`config.mk`:
```
export PLATFORM = sky130hd
export DESIGN_NAME = frame_prop_filter
export DESIGN_NICKNAME = d
export VERILOG_FILES = /design/src/rtl/frame_prop_pkg.sv /design/src/rtl/prop_fifo.sv /design/src/rtl/prop_link_filter.sv /design/src/rtl/frame_prop_filter.sv
export SDC_FILE = /design/constraint.sdc
export NUM_CORES = 1
export LEC_CHECK = 0
export ABC_AREA = 1
export BUFFER_PORTS_ARGS = -buffer_cell sky130_fd_sc_hd__buf_4
export CORE_MARGIN = 8
export CORE_UTILIZATION = 30
export CTS_BUF_LIST = sky130_fd_sc_hd__clkbuf_4
export CTS_CLUSTER_DIAMETER = 30
export DETAILED_ROUTE_END_ITERATION = 8
export GPL_TIMING_DRIVEN = 0
export PLACE_DENSITY_LB_ADDON = 0.1
export SLEW_MARGIN = 40
export SYNTH_ARGS = -nofsm -noshare
export SYNTH_HDL_FRONTEND = slang
export SYNTH_SLANG_ARGS = --single-unit
```
`constraint.sdc`:
```
create_clock -name clk -period 4.2 [get_ports clk]
set_clock_uncertainty 0.2 [all_clocks]
set_input_delay 0.84 -clock clk [delete_from_list [all_inputs] [get_ports clk]]
set_output_delay 0.84 -clock clk [all_outputs]
set_load 0.01 [all_outputs]
```
`src/rtl/frame_prop_pkg.sv`:
```
// Shared constants and frame decode helpers for the propagation filter.
// Assumes frame numbers are 5 bits wide and masks are 16 bits wide.
package frame_prop_pkg;

    localparam int NUM_LINKS = 3;
    localparam int FRAME_W   = 5;
    localparam int MASK_W    = 16;
    localparam int SLOT_BASE = 8;

    typedef struct packed {
        logic       hit;
        logic [3:0] pos;
    } frame_map_t;

    // Map a frame number to its mask bit; hit is low for unmapped frames.
    function automatic frame_map_t frame_map(input logic [FRAME_W-1:0] f);
        frame_map_t m;
        m.hit = 1'b1;
        m.pos = 4'd0;
        if (f == 5'd1) begin
            m.pos = 4'd0;
        end else if (f >= 5'd3 && f <= 5'd12) begin
            m.pos = 4'(f - 5'd2);
        end else if (f == 5'd14) begin
            m.pos = 4'd11;
        end else if (f >= 5'd16 && f <= 5'd19) begin
            m.pos = 4'(f - 5'd4);
        end else begin
            m.hit = 1'b0;
        end
        return m;
    endfunction

    // True for trigger-decision frames that are queued rather than forwarded.
    function automatic logic is_trigger(input logic [FRAME_W-1:0] f);
        return (f >= 5'd3) && (f <= 5'd10);
    endfunction

endpackage

```
`src/rtl/prop_fifo.sv`:
```
// Small synchronous FIFO with first-word-fall-through output.
// A push while full and a pop while empty are ignored; the caller
// decides what a refused push means. Depth need not be a power of two.
module prop_fifo #(
    parameter int DEPTH = 8,
    parameter int WIDTH = 21
) (
    input  logic             clk,
    input  logic             rst_n,
    input  logic             push,
    input  logic [WIDTH-1:0] din,
    input  logic             pop,
    output logic [WIDTH-1:0] dout,
    output logic             empty,
    output logic             full
);
    localparam int PTR_W = (DEPTH > 1) ? $clog2(DEPTH) : 1;
    localparam int CNT_W = $clog2(DEPTH + 1);
    localparam logic [CNT_W-1:0] FULL_CNT = CNT_W'(DEPTH);
    localparam logic [PTR_W-1:0] LAST_PTR = PTR_W'(DEPTH - 1);

    logic [WIDTH-1:0] mem [DEPTH];
    logic [PTR_W-1:0] wr_ptr;
    logic [PTR_W-1:0] rd_ptr;
    logic [CNT_W-1:0] count;
    logic             do_push;
    logic             do_pop;

    assign full    = (count == FULL_CNT);
    assign empty   = (count == '0);
    assign do_push = push && !full;
    assign do_pop  = pop && !empty;
    assign dout    = mem[rd_ptr];

    // Storage write; no reset needed for the data array.
    always_ff @(posedge clk) begin
        if (do_push) mem[wr_ptr] <= din;
    end

    // Pointer and occupancy bookkeeping.
    always_ff @(posedge clk) begin
        if (!rst_n) begin
            wr_ptr <= '0;
            rd_ptr <= '0;
            count  <= '0;
        end else begin
            if (do_push) wr_ptr <= (wr_ptr == LAST_PTR) ? '0 : wr_ptr + 1'b1;
            if (do_pop)  rd_ptr <= (rd_ptr == LAST_PTR) ? '0 : rd_ptr + 1'b1;
            case ({do_push, do_pop})
                2'b10:   count <= count + 1'b1;
                2'b01:   count <= count - 1'b1;
                default: count <= count;
            endcase
        end
    end

    p_count_bound_r8: assert property (@(posedge clk) disable iff (!rst_n)
        count <= FULL_CNT);

    p_full_refuses_r8: assert property (@(posedge clk) disable iff (!rst_n)
        (push && !pop && full) |=> (full && $stable(wr_ptr)));

endmodule

```
`src/rtl/prop_link_filter.sv`:
```
// Per-link filter: holds the link's enable mask, decodes each arriving
// frame, forwards allowed non-trigger frames after one register stage,
// queues allowed trigger decisions, counts blocked frames and flags
// queue overflow. Assumes at most one frame per cycle on the link.
module prop_link_filter
    import frame_prop_pkg::*;
#(
    parameter int LINK_IDX = 0,
    parameter int PAYLOAD_W = 16,
    parameter int Q_DEPTH = 8,
    parameter int CNT_W = 8
) (
    input  logic                 clk,
    input  logic                 rst_n,
    input  logic                 rx_valid,
    input  logic [FRAME_W-1:0]   rx_frame,
    input  logic [PAYLOAD_W-1:0] rx_data,
    input  logic                 ctrl_we,
    input  logic [MASK_W-1:0]    ctrl_wdata,
    input  logic                 ovf_clr,
    input  logic                 drain,
    output logic [MASK_W-1:0]    ctrl_q,
    output logic [CNT_W-1:0]     cnt_q,
    output logic                 ovf_q,
    output logic                 fwd_valid,
    output logic [FRAME_W-1:0]   fwd_frame,
    output logic [PAYLOAD_W-1:0] fwd_data,
    output logic                 q_valid,
    output logic [FRAME_W-1:0]   q_frame,
    output logic [PAYLOAD_W-1:0] q_data
);
    localparam int ENTRY_W = FRAME_W + PAYLOAD_W;
    localparam logic [CNT_W-1:0]  CNT_MAX  = '1;
    localparam logic [MASK_W-1:0] EFF_MASK = (LINK_IDX == 0) ? 16'hFFFF : 16'hFFFE;

    frame_map_t         map;
    logic               allowed;
    logic               take_trig;
    logic               take_fwd;
    logic               blocked;
    logic               q_empty;
    logic               q_full;
    logic [ENTRY_W-1:0] q_dout;

    // Decode the arriving frame against the effective mask.
    always_comb begin
        map       = frame_map(rx_frame);
        allowed   = map.hit && ctrl_q[map.pos] && EFF_MASK[map.pos];
        take_trig = rx_valid && allowed && is_trigger(rx_frame);
        take_fwd  = rx_valid && allowed && !is_trigger(rx_frame);
        blocked   = rx_valid && !allowed;
    end

    // Mask register, written from the register port.
    always_ff @(posedge clk) begin
        if (!rst_n)       ctrl_q <= '0;
        else if (ctrl_we) ctrl_q <= ctrl_wdata;
    end

    // Saturating blocked-frame counter, cleared by a mask write.
    always_ff @(posedge clk) begin
        if (!rst_n)                          cnt_q <= '0;
        else if (ctrl_we)                    cnt_q <= '0;
        else if (blocked && cnt_q != CNT_MAX) cnt_q <= cnt_q + 1'b1;
    end

    // Sticky overflow flag for a trigger refused by a full queue.
    always_ff @(posedge clk) begin
        if (!rst_n)                ovf_q <= 1'b0;
        else if (take_trig && q_full) ovf_q <= 1'b1;
        else if (ovf_clr)          ovf_q <= 1'b0;
    end

    // One-stage register on the direct forward path.
    always_ff @(posedge clk) begin
        if (!rst_n) begin
            fwd_valid <= 1'b0;
            fwd_frame <= '0;
            fwd_data  <= '0;
        end else begin
            fwd_valid <= take_fwd;
            if (take_fwd) begin
                fwd_frame <= rx_frame;
                fwd_data  <= rx_data;
            end
        end
    end

    prop_fifo #(
        .DEPTH (Q_DEPTH),
        .WIDTH (ENTRY_W)
    ) i_queue (
        .clk   (clk),
        .rst_n (rst_n),
        .push  (take_trig),
        .din   ({rx_frame, rx_data}),
        .pop   (drain),
        .dout  (q_dout),
        .empty (q_empty),
        .full  (q_full)
    );

    assign q_valid = !q_empty;
    assign q_frame = q_dout[ENTRY_W-1:PAYLOAD_W];
    assign q_data  = q_dout[PAYLOAD_W-1:0];

    p_reset_quiet_r1: assert property (@(posedge clk) disable iff (!rst_n)
        (ctrl_q == '0 && rx_valid) |=> !fwd_valid);

    p_unmapped_blocked_r7: assert property (@(posedge clk) disable iff (!rst_n)
        (rx_valid && (rx_frame == 5'd0 || rx_frame == 5'd2 || rx_frame == 5'd13 ||
                      rx_frame == 5'd15 || rx_frame > 5'd19)) |=> !fwd_valid);

    p_ovf_sticky_r8: assert property (@(posedge clk) disable iff (!rst_n)
        (ovf_q && !ovf_clr) |=> ovf_q);

    p_cnt_saturate_r9: assert property (@(posedge clk) disable iff (!rst_n)
        (cnt_q == CNT_MAX && !ctrl_we) |=> (cnt_q == CNT_MAX));

    if (LINK_IDX != 0) begin : g_no_sync
        p_sync_ignored_r4: assert property (@(posedge clk) disable iff (!rst_n)
            (rx_valid && rx_frame == 5'd1) |=> !fwd_valid);
    end

endmodule

```
`src/rtl/frame_prop_filter.sv`:
```
// Top of the propagation filter: three per-link filters, the register
// port decode, and the slot scheduler that re-issues queued trigger
// decisions in each link's own slot. Assumes the sequencer strobes at
// most one slot number per cycle, so at most one queue pops per cycle.
module frame_prop_filter
    import frame_prop_pkg::*;
#(
    parameter int PAYLOAD_W = 16,
    parameter int Q_DEPTH = 8,
    parameter int CNT_W = 8
) (
    input  logic                           clk,
    input  logic                           rst_n,
    input  logic [NUM_LINKS-1:0]           rx_valid,
    input  logic [NUM_LINKS*FRAME_W-1:0]   rx_frame,
    input  logic [NUM_LINKS*PAYLOAD_W-1:0] rx_data,
    input  logic                           slot_valid,
    input  logic [FRAME_W-1:0]             slot_num,
    input  logic                           reg_we,
    input  logic [2:0]                     reg_addr,
    input  logic [MASK_W-1:0]              reg_wdata,
    output logic [MASK_W-1:0]              reg_rdata,
    output logic [NUM_LINKS-1:0]           fwd_valid,
    output logic [NUM_LINKS*FRAME_W-1:0]   fwd_frame,
    output logic [NUM_LINKS*PAYLOAD_W-1:0] fwd_data,
    output logic                           rp_valid,
    output logic [1:0]                     rp_src,
    output logic [FRAME_W-1:0]             rp_frame,
    output logic [PAYLOAD_W-1:0]           rp_data,
    output logic [NUM_LINKS-1:0]           rp_link_en
);
    localparam logic [2:0] ADDR_OVF = 3'd7;

    logic [MASK_W-1:0]    ctrl_arr   [NUM_LINKS];
    logic [CNT_W-1:0]     cnt_arr    [NUM_LINKS];
    logic [FRAME_W-1:0]   qframe_arr [NUM_LINKS];
    logic [PAYLOAD_W-1:0] qdata_arr  [NUM_LINKS];
    logic [NUM_LINKS-1:0] ovf_vec;
    logic [NUM_LINKS-1:0] q_valid;
    logic [NUM_LINKS-1:0] drain;

    logic                 sel_hit;
    logic [1:0]           sel_idx;
    logic [FRAME_W-1:0]   sel_frame;
    logic [PAYLOAD_W-1:0] sel_data;

    for (genvar i = 0; i < NUM_LINKS; i++) begin : g_link
        logic ctrl_we;
        logic ovf_clr;

        // Per-link write strobes and slot match.
        assign ctrl_we  = reg_we && (reg_addr == 3'(i));
        assign ovf_clr  = reg_we && (reg_addr == ADDR_OVF) && reg_wdata[i];
        assign drain[i] = slot_valid && (slot_num == FRAME_W'(SLOT_BASE + i));

        prop_link_filter #(
            .LINK_IDX  (i),
            .PAYLOAD_W (PAYLOAD_W),
            .Q_DEPTH   (Q_DEPTH),
            .CNT_W     (CNT_W)
        ) i_filter (
            .clk        (clk),
            .rst_n      (rst_n),
            .rx_valid   (rx_valid[i]),
            .rx_frame   (rx_frame[i*FRAME_W +: FRAME_W]),
            .rx_data    (rx_data[i*PAYLOAD_W +: PAYLOAD_W]),
            .ctrl_we    (ctrl_we),
            .ctrl_wdata (reg_wdata),
            .ovf_clr    (ovf_clr),
            .drain      (drain[i]),
            .ctrl_q     (ctrl_arr[i]),
            .cnt_q      (cnt_arr[i]),
            .ovf_q      (ovf_vec[i]),
            .fwd_valid  (fwd_valid[i]),
            .fwd_frame  (fwd_frame[i*FRAME_W +: FRAME_W]),
            .fwd_data   (fwd_data[i*PAYLOAD_W +: PAYLOAD_W]),
            .q_valid    (q_valid[i]),
            .q_frame    (qframe_arr[i]),
            .q_data     (qdata_arr[i])
        );
    end

    // Combinational register read mux.
    always_comb begin
        case (reg_addr)
            3'd0:    reg_rdata = ctrl_arr[0];
            3'd1:    reg_rdata = ctrl_arr[1];
            3'd2:    reg_rdata = ctrl_arr[2];
            3'd4:    reg_rdata = MASK_W'(cnt_arr[0]);
            3'd5:    reg_rdata = MASK_W'(cnt_arr[1]);
            3'd6:    reg_rdata = MASK_W'(cnt_arr[2]);
            3'd7:    reg_rdata = MASK_W'(ovf_vec);
            default: reg_rdata = '0;
        endcase
    end

    // Pick the queue being drained in this slot, if it holds an entry.
    always_comb begin
        sel_hit   = 1'b0;
        sel_idx   = 2'd0;
        sel_frame = '0;
        sel_data  = '0;
        for (int i = 0; i < NUM_LINKS; i++) begin
            if (drain[i] && q_valid[i]) begin
                sel_hit   = 1'b1;
                sel_idx   = 2'(i);
                sel_frame = qframe_arr[i];
                sel_data  = qdata_arr[i];
            end
        end
    end

    // Register the re-propagated entry and its outgoing-link mask.
    always_ff @(posedge clk) begin
        if (!rst_n) begin
            rp_valid   <= 1'b0;
            rp_src     <= 2'd0;
            rp_frame   <= '0;
            rp_data    <= '0;
            rp_link_en <= '0;
        end else begin
            rp_valid <= sel_hit;
            if (sel_hit) begin
                rp_src     <= sel_idx;
                rp_frame   <= sel_frame;
                rp_data    <= sel_data;
                rp_link_en <= ~(NUM_LINKS'(1) << sel_idx);
            end
        end
    end

    p_own_slot_r5: assert property (@(posedge clk) disable iff (!rst_n)
        rp_valid |-> ($past(slot_valid) && $past(slot_num) == FRAME_W'(SLOT_BASE) + FRAME_W'(rp_src)));

    p_no_echo_r6: assert property (@(posedge clk) disable iff (!rst_n)
        rp_valid |-> (!rp_link_en[rp_src] && $countones(rp_link_en) == NUM_LINKS - 1));

    p_single_drain_r5: assert property (@(posedge clk) disable iff (!rst_n)
        $onehot0(drain));

endmodule

```
Word level (Yosys, flattened, before mapping)
Memories as Yosys holds them, arrays and structs flattened. A register that Yosys moved wholly into a read port is not among the register bits. Index checks and enable logic that the tools add are counted.

$add $sub $neg: 21. Eq/ne operators: 33. Muxes and demuxes: 72. Bitwise operators: 2. Reduce and logical (&&, ||, !) cells: 74. Shift operators: 1. Order comparisons: 18.

Operator list (count): $pmux 16 s7 (1); $logic_and 1x1->1 (49); $mux 16 (3); $mux 4 (12); $mux 3 (12); $mux 1 (34); $eq 3x3->1 const B (10); $eq 5x4->1 const B (6); $le 5x4->1 const B (6); $add 8x1->8 const B (3); $ne 8x8->1 const B (3); $pmux 4 s2 (3); $add 3x1->3 const B (6); $eq 5x1->1 const B (3); $ge 5x2->1 const B (3); $ge 5x5->1 const B (3); $le 5x5->1 const B (3); $lt 4x5->1 const B (3); $mux 5 (3); $add 4x1->4 const B (3); $bmux 1 s4 (3); $eq 4x4->1 const B (3); $logic_not 1->1 (12); $logic_not 4->1 (3); 14 further kinds (31).

Memory bits (writable): 504. Bits in registers: 198. Bits of input ports: 94. Output and inout bits: 109. Logic and storage cells: 259. Bits in read-only memories: 48. Memories kept: 6.

Memories: g_link[0].i_filter.i_queue.mem (words 8, width 21, rd ports 1, clocked after memory_dff 1, write ports 1, line prop_fifo.sv:22) `logic [WIDTH-1:0] mem [DEPTH];`; g_link[1].i_filter.i_queue.mem (words 8, width 21, rd ports 1, clocked after memory_dff 1, write ports 1, line prop_fifo.sv:22); g_link[2].i_filter.i_queue.mem (words 8, width 21, rd ports 1, clocked after memory_dff 1, write ports 1, line prop_fifo.sv:22); (name not given) (words 16, width 1, rd ports 1, clocked after memory_dff 0, write ports 0, line prop_link_filter.sv:48) `allowed = map.hit && ctrl_q[map.pos] && EFF_MASK[map.pos];`; (name not given) (words 16, width 1, rd ports 1, clocked after memory_dff 0, write ports 0, line prop_link_filter.sv:48); (name not given) (words 16, width 1, rd ports 1, clocked after memory_dff 0, write ports 0, line prop_link_filter.sv:48).

Longest topological paths before layout
Gate-level depths: netlist of run 1.

Word-level depth: 15. Mapped depth: 24. Mapped depth without buffers: 24.

Hierarchy
From an unflattened synthesis of run 1, not the netlist that was laid out.

Cells, all modules: 3125. Area, all modules: 31164.9 um^2.

By module, submodules not included: prop_fifo (seq. area each 5305.1 um^2, cells an instance 565, times used 3, area an instance 7252.0 um^2); prop_link_filter (g_link[1].i_filter ...) (seq. area each 940.9 um^2, cells an instance 317, times used 2, area an instance 2311.0 um^2); prop_link_filter (g_link[0].i_filter) (seq. area each 940.9 um^2, cells an instance 369, times used 1, area an instance 2443.6 um^2); frame_prop_filter (seq. area each 540.5 um^2, cells an instance 427, times used 1, area an instance 2343.5 um^2).

Least setup slack after synthesis of run 1
Ideal clock, no wire load.

Path kind: input to register. Start: input rx_frame[12]. End: memory g_link[2].i_filter.i_queue.mem[1][0] (enable). Path slack: 106 ps. Setup time: 399 ps. Stages on the path: 18. Arrival time: 3495 ps. Data required time: 3601 ps. Buffers on the path: 0. Cell sequence: inv_1 -> ha_1 -> nand3_2 -> nand3_2 -> nand3_2 -> nand3_1 -> inv_1 -> nor2_2 -> inv_2 -> nand3_1 -> nand3_1 -> nand3_1 -> nand2_4 -> nor2_8 -> nand3_2 -> inv_2 -> nand2_2 -> nor2_1.

Cells in the longest elaborated chain, start to end: 15. Elaborated cells on any way between the ends: 31. Those cells by class: 2 x add/sub; 5 x order compare; 2 x eq/ne; 13 x mux; 8 x reduce/logical; 1 x memory.

Ends and longest elaborated chain: start: declaration (line frame_prop_filter.sv:15) `input logic [NUM_LINKS*FRAME_W-1:0] rx_frame,`; $ge 5x5->1 / $le 5x5->1 (equally long branches) (line frame_prop_pkg.sv:26) `end else if (f >= 5'd16 && f <= 5'd19) begin`; $logic_and 1x1->1 (line frame_prop_pkg.sv:26); $mux 4 (line frame_prop_pkg.sv:26); $mux 4 (line frame_prop_pkg.sv:24) `end else if (f == 5'd14) begin`; $mux 4 (line frame_prop_pkg.sv:22) `end else if (f >= 5'd3 && f <= 5'd12) begin`; $mux 4 (line frame_prop_pkg.sv:20) `if (f == 5'd1) begin`; $bmux 1 s4 (line prop_link_filter.sv:48); $mux 1 (not written as such) (line prop_link_filter.sv:48); $logic_and 1x1->1 (2 in a row) (line prop_link_filter.sv:48); $logic_and 1x1->1 (line prop_link_filter.sv:49) `take_trig = rx_valid && allowed && is_trigger(rx_frame);`; $logic_and 1x1->1 * (line prop_link_filter.sv:49); $logic_and 1x1->1 * (line prop_fifo.sv:31) `assign do_push = push && !full;`; $mux 1 * (line prop_fifo.sv:37) `if (do_push) mem[wr_ptr] <= din;`; $mux 1 (not written as such) * (line prop_fifo.sv:37); end: declaration (line prop_fifo.sv:22).

Every way passes the cells marked *; elsewhere a longest branch is shown, timed or not. The select of a mux whose other input is x is not followed.

Worst setup path in the final report of run 1
Start: input rx_frame[2]. End: memory g_link[0].i_filter.i_queue.mem[5][17] (enable).

Cells in the longest elaborated chain, start to end: 15. Elaborated cells on any way between the ends: 31. Those cells by class: 2 x add/sub; 5 x order compare; 2 x eq/ne; 13 x mux; 8 x reduce/logical; 1 x memory.

Ends and longest elaborated chain (line): $ge 5x5->1 / $le 5x5->1 (equally long branches) (frame_prop_pkg.sv:26); $logic_and 1x1->1 (frame_prop_pkg.sv:26); $mux 4 (frame_prop_pkg.sv:26); $mux 4 (frame_prop_pkg.sv:24); $mux 4 (frame_prop_pkg.sv:22); $mux 4 (frame_prop_pkg.sv:20); $bmux 1 s4 (prop_link_filter.sv:48); $mux 1 (not written as such) (prop_link_filter.sv:48); $logic_and 1x1->1 (2 in a row) (prop_link_filter.sv:48); $logic_and 1x1->1 (prop_link_filter.sv:49); $logic_and 1x1->1 * (prop_link_filter.sv:49); $logic_and 1x1->1 * (prop_fifo.sv:31); $mux 1 * (prop_fifo.sv:37); $mux 1 (not written as such) * (prop_fifo.sv:37); end: declaration (prop_fifo.sv:22).

Marked as above.

==> results of run 1 <==
-- critical path, stage by stage --
cell           delay [ns]
dlygate4sd3_1        0.53
buf_4                0.25
inv_1                0.18
ha_1                 0.25
nand3_1              0.11
nand3_2              0.12
nand2_2              0.17
nand3_4              0.14
nand3_2              0.17
nand2_1              0.09
nand3_1              0.07
nand3_1              0.09
nand3_2              0.12
inv_1                0.06
nor2_2               0.18
nand4_4              0.18
inv_1                0.12
nand2_1              0.23
nor2_4               0.47
buf_16               0.21
-- registers in the layout, summed over array words and instances, names as in the netlist, named ones only --
signal and count:
g_link.i_filter.i_queue.count 12, g_link.i_filter.cnt_q 24, rp_frame 5, g_link.i_filter.i_queue.rd_ptr 9
g_link.i_filter.fwd_frame 15, g_link.i_filter.fwd_valid 3, g_link.i_filter.fwd_data 48, g_link.i_filter.ctrl_q 48
rp_link_en 3, g_link.i_filter.i_queue.mem 504, g_link.i_filter.ovf_q 3, rp_valid 1
g_link.i_filter.i_queue.wr_ptr 9, rp_data 16, rp_src 2
-- per-stage QoR --
stage	area [um^2]	setup TNS (ns)	util, %	setup slack, ns	instances
after floorplan	29600	0	-	0.106	2680
after global placement	32700	-810.84	33.3	-1.76	4167
after detailed placement	33500	-169.43	34.1	-0.539	4193
after CTS	37100	0	37.8	0.0864	4670
after global routing	37400	0	38.2	0.0208	4701
final	37400	0	38.2	0.145	4702
-- Yosys cell counts, types with 11 or more instances --
master,count,share of area [%]
o211ai_1,55,1.4
inv_1,138,1.8
o21ai_0,184,3.1
o32ai_1,31,0.92
a32oi_1,21,0.62
nor2_1,389,4.9
a21oi_1,142,2.4
ha_1,40,1.7
dfxtp_1,207,14
buf_1,19,0.24
nand4_1,45,0.95
mux2i_1,53,1.8
xor2_1,17,0.50
a32o_1,21,0.71
clkbuf_1,107,1.4
nand2_1,375,4.8
nand3_1,104,1.8
a41oi_1,21,0.62
nand3_2,11,0.37
o21ai_1,28,0.47
o221ai_1,55,1.6
edfxtp_1,504,51
-- report_power, final --
group | internal (mW) | total [mW] | switching, mW
logic | 0.363 | 0.996 | 0.634
registers | 7.60 | 7.66 | 0.0681
clock network | 3.46 | 6.62 | 3.16
total | 11.4 | 15.3 | 3.86
-- what timing repair did --
item | in CTS | in global routing
setup buffers | 0 | 24
hold buffers | 82 | 0
endpoints found under the setup margin | 0 | 295
gates resized for setup | 0 | 12
hold endpoints to repair | 626 | 0
-- how the worst min path moves through the flow --
stage                     cells after the start                            start                         endpoint  slack (ns)
after floorplan                               2         g_link[1].i_filter.ovf_q         g_link[1].i_filter.ovf_q        0.24
after global routing                          5                      rx_valid[2]  g_link[2].i_filter.fwd_frame[4]        0.09
after CTS                                     6                      reg_addr[1]         g_link[2].i_filter.ovf_q       0.003
final                                         5                      rx_valid[2]         g_link[2].i_filter.ovf_q        0.15
after detailed placement                      2   g_link[1].i_filter.fwd_data[2]   g_link[1].i_filter.fwd_data[2]        0.26
after global placement                        2  g_link[1].i_filter.fwd_data[12]  g_link[1].i_filter.fwd_data[12]        0.26
-- final cells by class --
class	instances	area, um^2	share of cell area, %
clock buffer	299	2240	5.99
tap	1287	1610	4.30
clock inverter	96	517	1.38
antenna	8	20.0	0.0535
timing repair buffer	332	3210	8.57
sequential	711	19300	51.5
buffer	149	646	1.72
inverter	152	571	1.52
multi-input combinational	1668	9350	25.0
-- cells by family after synthesis --
logic type                 count (synthesis)
AOI/OAI and AO/OA                        588
muxes                                     53
DFF                                      711
buffers and inverters                    301
and+or+nand+nor                          967
xor gates and xnor gates                  20
adders and majority gates                 40
-- per-layer routing --
layer / routed length, um / track usage (%) / vias to the layer above / share of wire [%]
met5: 11 / 0 / - / 0.010
met4: 2260 / 5.76 / 2 / 2.1
met3: 6340 / 4.43 / 175 / 6.0
met2: 49600 / 30.9 / 740 / 47
met1: 46900 / 24.6 / 11500 / 45
li1: - / - / 11000 / -
==> flow_metrics.env, run 1 <==
export IMPL_synth_edff_count=504
export IMPL_finalHoldViolCount=0
export IMPL_slew_headroom_pct=41.6
export IMPL_yosysWarnings=0
export IMPL_r2r_start="g_link[0].i_filter.i_queue.count[1]"
export IMPL_endpoint="g_link[0].i_filter.i_queue.mem[5][17]"
export IMPL_required_ns=4.76
export IMPL_finalPower_mw=15.3
export IMPL_maxCapViolations=0
export IMPL_die_h_um=330
export IMPL_yosys_area_share_simple_pct=14.0
export IMPL_via_per_inst=4.97
export IMPL_final_common_cell="edfxtp_1"
export IMPL_fp_dieW_um=330
export IMPL_startpoint="rx_frame[2]"
export IMPL_grt_pass1_vias=23600
export IMPL_cts_buffer_depth=3
export IMPL_synthArstFlopShare_pct=0
export IMPL_synth_nets=2814
export IMPL_post_route_min_period_ns=4.05
export IMPL_worst_slew_pin_slew_ns=0.872
export IMPL_start_util_pct=30.2
export IMPL_cts_tree="yes"
export IMPL_vias=23400
export IMPL_hp_class="in2reg"
export IMPL_fin_crit_sh_pct=96.5
export IMPL_synth_seq_area_share_pct=65.1
export IMPL_critical_path_arrival_ns=4.62
export IMPL_cts_sinks=711
export IMPL_synth_fa_ha_area_share_pct=1.69
export IMPL_critPathMaxFanout=12
export IMPL_core_um2=98100
export IMPL_clk_latency_ns=1.12
export IMPL_fillers=9683
export IMPL_drt_iter0_markers=1531
export IMPL_grt_pass1_wl_mm=152
export IMPL_layout_common_cells="edfxtp_1, nand2_1, nor2_1"
export IMPL_dpl_hpwl_mm=75.5
export IMPL_drt_pass1_iter_count=5
export IMPL_area_growth_pct=26.5
export IMPL_rsz0062_at_grt="no"
export IMPL_status="finished, final reports clean"
export IMPL_synth_seq_cells=711
export IMPL_grt_use_total_pct=18.8
export IMPL_synth_top_family_by_area="simple AND/OR/NAND/NOR gates"
export IMPL_antenna_found_initial=7
export IMPL_maxSlewViolCount=0
export IMPL_drc=0
export IMPL_root_buffer="clkbuf_4"
export IMPL_h_tree_depth=4
export IMPL_synthesis_area_um2=29600
export IMPL_powerDensity_nw_per_um2=408
export IMPL_ys_flop_type="edfxtp_1"
export IMPL_cp_end_kind="register"
export IMPL_path_clk_slew_ns=0.06
export IMPL_drive_gt1_share_pct=20.7
export IMPL_finalSetupViolations=0
export IMPL_ant_nets=0
export IMPL_dieArea_um2=109000
export IMPL_syn_area_per_cell_um2=11.0
export IMPL_io_buffers=200
export IMPL_fin_nets=3359
export IMPL_vdd_drop_max_v=0.000182
export IMPL_synth_cell_types=56
export IMPL_start_kind="primary input"
export IMPL_synth_xor_xnor_area_share_pct=0.592
export IMPL_gp_congestion=0.888
export IMPL_synthMuxAreaShare_pct=1.79
export IMPL_num_io_pins=203
export IMPL_fin_hold_ws_ns=0.153
export IMPL_grt_overflow_total=0
export IMPL_numCtsBuffers=211
export IMPL_crit_type="in2reg"
export IMPL_p_leak_nw=13.5
export IMPL_reg2reg_to="g_link[0].i_filter.i_queue.count[2]"
export IMPL_rows=115
export IMPL_grt_max_degree=18
export IMPL_rrSetupSlack_ns=0.91
export IMPL_wl_mm=105
export IMPL_r2r_cells=10
export IMPL_synth_compound_area_share_pct=12.7
export IMPL_wl_per_cell_um=22.4
export IMPL_fmax_mhz=247
export IMPL_syn_inst=2680
(Power assumes the default switching activity.)
==> run 2, diff against run 1 <==
- BUFFER_PORTS_ARGS: -buffer_cell sky130_fd_sc_hd__buf_4 -> default
- CELL_PAD_IN_SITES_DETAIL_PLACEMENT: default -> 1
- CELL_PAD_IN_SITES_GLOBAL_PLACEMENT: default -> 2
- CTS_CLUSTER_SIZE: default -> 8
- DONT_BUFFER_PORTS: default -> 1
==> run 2 against run 1 <==
Global-route usage is 1.2 points higher. First-iteration DRC count increased by 0.20%. Sequential share of layout area up 1.7 points. Maximum frequency rose by 1.4%. Critical path type unchanged. Highest routed layer unchanged.
==> flow_metrics.env, run 2 (same netlist as run 1, synthesis figures left out) <==
export IMPL_status="finished, final reports clean"
export IMPL_cts_tree="yes"
export IMPL_dpl_hpwl_mm=78.6
export IMPL_hp_class="in2reg"
export IMPL_drc=0
export IMPL_wl_met1_mm=50.0
export IMPL_gp_congestion=0.809
export IMPL_grt_use_total_pct=20.0
export IMPL_final_common_cell="edfxtp_1"
export IMPL_critPathBufInv=6
export IMPL_grt_pass1_vias=23600
export IMPL_path_clk_slew_ns=0.06
export IMPL_fin_nets=3134
export IMPL_rrSetupSlack_ns=0.86
export IMPL_h_tree_depth=4
export IMPL_drt_iter0_markers=1534
export IMPL_core_um2=98100
export IMPL_numPlacedInstances=3993
export IMPL_cts_buffer_depth=3
export IMPL_root_buffer="clkbuf_4"
export IMPL_via_per_inst=5.06
export IMPL_finalSetupViolations=0
export IMPL_io_buffers=0
export IMPL_vias=22600
export IMPL_wl_mm=112
export IMPL_wl_per_cell_um=25.0
export IMPL_post_route_min_period_ns=4.00
export IMPL_maxCapViolations=0
export IMPL_wl_met2_mm=51.9
export IMPL_clk_latency_ns=1.09
export IMPL_layout_cells_non_filler=4467
export IMPL_fp_dieW_um=330
export IMPL_crit_type="in2reg"
export IMPL_fin_crit_sh_pct=95.2
export IMPL_cp_end_kind="register"
export IMPL_required_ns=4.78
export IMPL_maxSlewViolCount=0
export IMPL_area_growth_pct=22.5
export IMPL_num_io_pins=203
export IMPL_fin_hold_ws_ns=0.163
export IMPL_rsz0062_at_grt="no"
export IMPL_max_stage_delay_ns=0.88
export IMPL_fmax_mhz=250
export IMPL_critical_path_arrival_ns=4.58
export IMPL_fillers=10900
export IMPL_finalHoldViolCount=0
export IMPL_path_cells="dlygate4sd3_1 -> inv_1 -> a21oi_2 -> nand2_1 -> nand3_1 -> inv_1 -> nor2_2 -> inv_2 -> o21ai_1 -> nand3_1 -> nand3b_2 -> nand2_4 -> nor2_8 -> nand3_2 -> inv_2 -> nand2_2 -> nor2_4 -> buf_16"
export IMPL_largest_register="g_link.i_filter.i_queue.mem"
export IMPL_numCtsBuffers=194
export IMPL_start_kind="primary input"
export IMPL_met3_wirelength_mm=7.05
export IMPL_layout_common_cells="edfxtp_1, nand2_1, nor2_1"
export IMPL_dieArea_um2=109000
export IMPL_top_layer="met5"
export IMPL_crit_slowest_cell="dlygate4sd3_1"
export IMPL_grt_max_degree=18
export IMPL_worst_slew_pin_slew_ns=0.856
export IMPL_finalPower_mw=16.5
export IMPL_placed_area_um2=32000
export IMPL_multi_input_area_um2=9310
export IMPL_drt_pass1_iter_count=6
export IMPL_design_area_um2=36200
export IMPL_ant_nets=0
export IMPL_top_regs="g_link.i_filter.i_queue.mem (504), g_link.i_filter.ctrl_q (48), g_link.i_filter.fwd_data (48)"
export IMPL_p_leak_nw=12.5
export IMPL_antenna_found_initial=12
export IMPL_start_util_pct=30.2
export IMPL_rows=115
export IMPL_drive_gt1_share_pct=14.9
export IMPL_vdd_drop_max_v=0.000258
export IMPL_grt_overflow_total=0
export IMPL_grt_pass1_wl_mm=160
export IMPL_slew_headroom_pct=42.9
export IMPL_powerDensity_nw_per_um2=456
export IMPL_largest_reg_flops=504
export IMPL_cts_sinks=711
export IMPL_die_h_um=330
export IMPL_crit_family="simple AND/OR/NAND/NOR gates"
export IMPL_critPathMaxFanout=12
export IMPL_seq_area_um2=19300
run 2: cell type report:
type	count	area share, %
antenna	10	0.0690
buffer	149	1.80
clock buffer	219	4.54
clock inverter	147	4.35
inverter	152	1.57
multi-input combinational	1668	25.7
sequential	711	53.2
tap	1287	4.44
timing repair buffer	124	4.35
run 2: per-layer routing:
metal | up-vias | GRT usage, %
li1 | 10500 | -
met1 | 11300 | 25.9
met2 | 575 | 32.4
met3 | 155 | 5.64
met4 | 2 | 6.27
met5 | - | 0
run 2: what timing repair did:
item,in CTS,in global routing
hold buffers,88,0
hold endpoints to repair,629,0
resized for setup,0,1
endpoints found under the setup margin,0,15
buffers inserted,0,10
run 2: worst paths after layout:
path / startpoint / endpoint / cells after the start
max: rx_frame[14] / g_link[2].i_filter.i_queue.mem[5][3] / 18
min: rx_frame[9] / g_link[1].i_filter.fwd_data[15] / 5
max reg2reg: g_link[1].i_filter.i_queue.count[1] / g_link[1].i_filter.i_queue.count[3] / 12
min reg2reg: g_link[2].i_filter.ovf_q / g_link[2].i_filter.ovf_q / 2
run 2: worst register-to-register path: cells and delay by family, from the launching register on:
| family | cells | cell delay, ns |
|---|---|---|
| AO/OA/AOI/OAI | 4 | 0.53 |
| XOR/XNOR | 1 | 0.23 |
| adder cells (fa/ha/maj) | 1 | 0.37 |
| buffers and inverters | 2 | 0.89 |
| flip-flops | 1 | 0.42 |
| AND/OR/NAND/NOR | 4 | 0.56 |
run 2: metrics by stage:
stage / TNS, ns / utilization [%] / setup WS (ns)
after floorplan: 0 / - / 0.106
after global placement: -700.70 / 31.8 / -1.61
after detailed placement: -73.48 / 32.6 / -0.856
after CTS: 0 / 36.8 / 0.299
after global routing: 0 / 36.9 / 0.00165
final: 0 / 36.9 / 0.200
run 2: where the power goes:
| group | switching, mW | total, mW | internal [mW] |
|---|---|---|---|
| Sequential | 0.101 | 7.69 | 7.59 |
| Clock | 3.39 | 8.01 | 4.62 |
| Combinational | 0.574 | 0.819 | 0.246 |
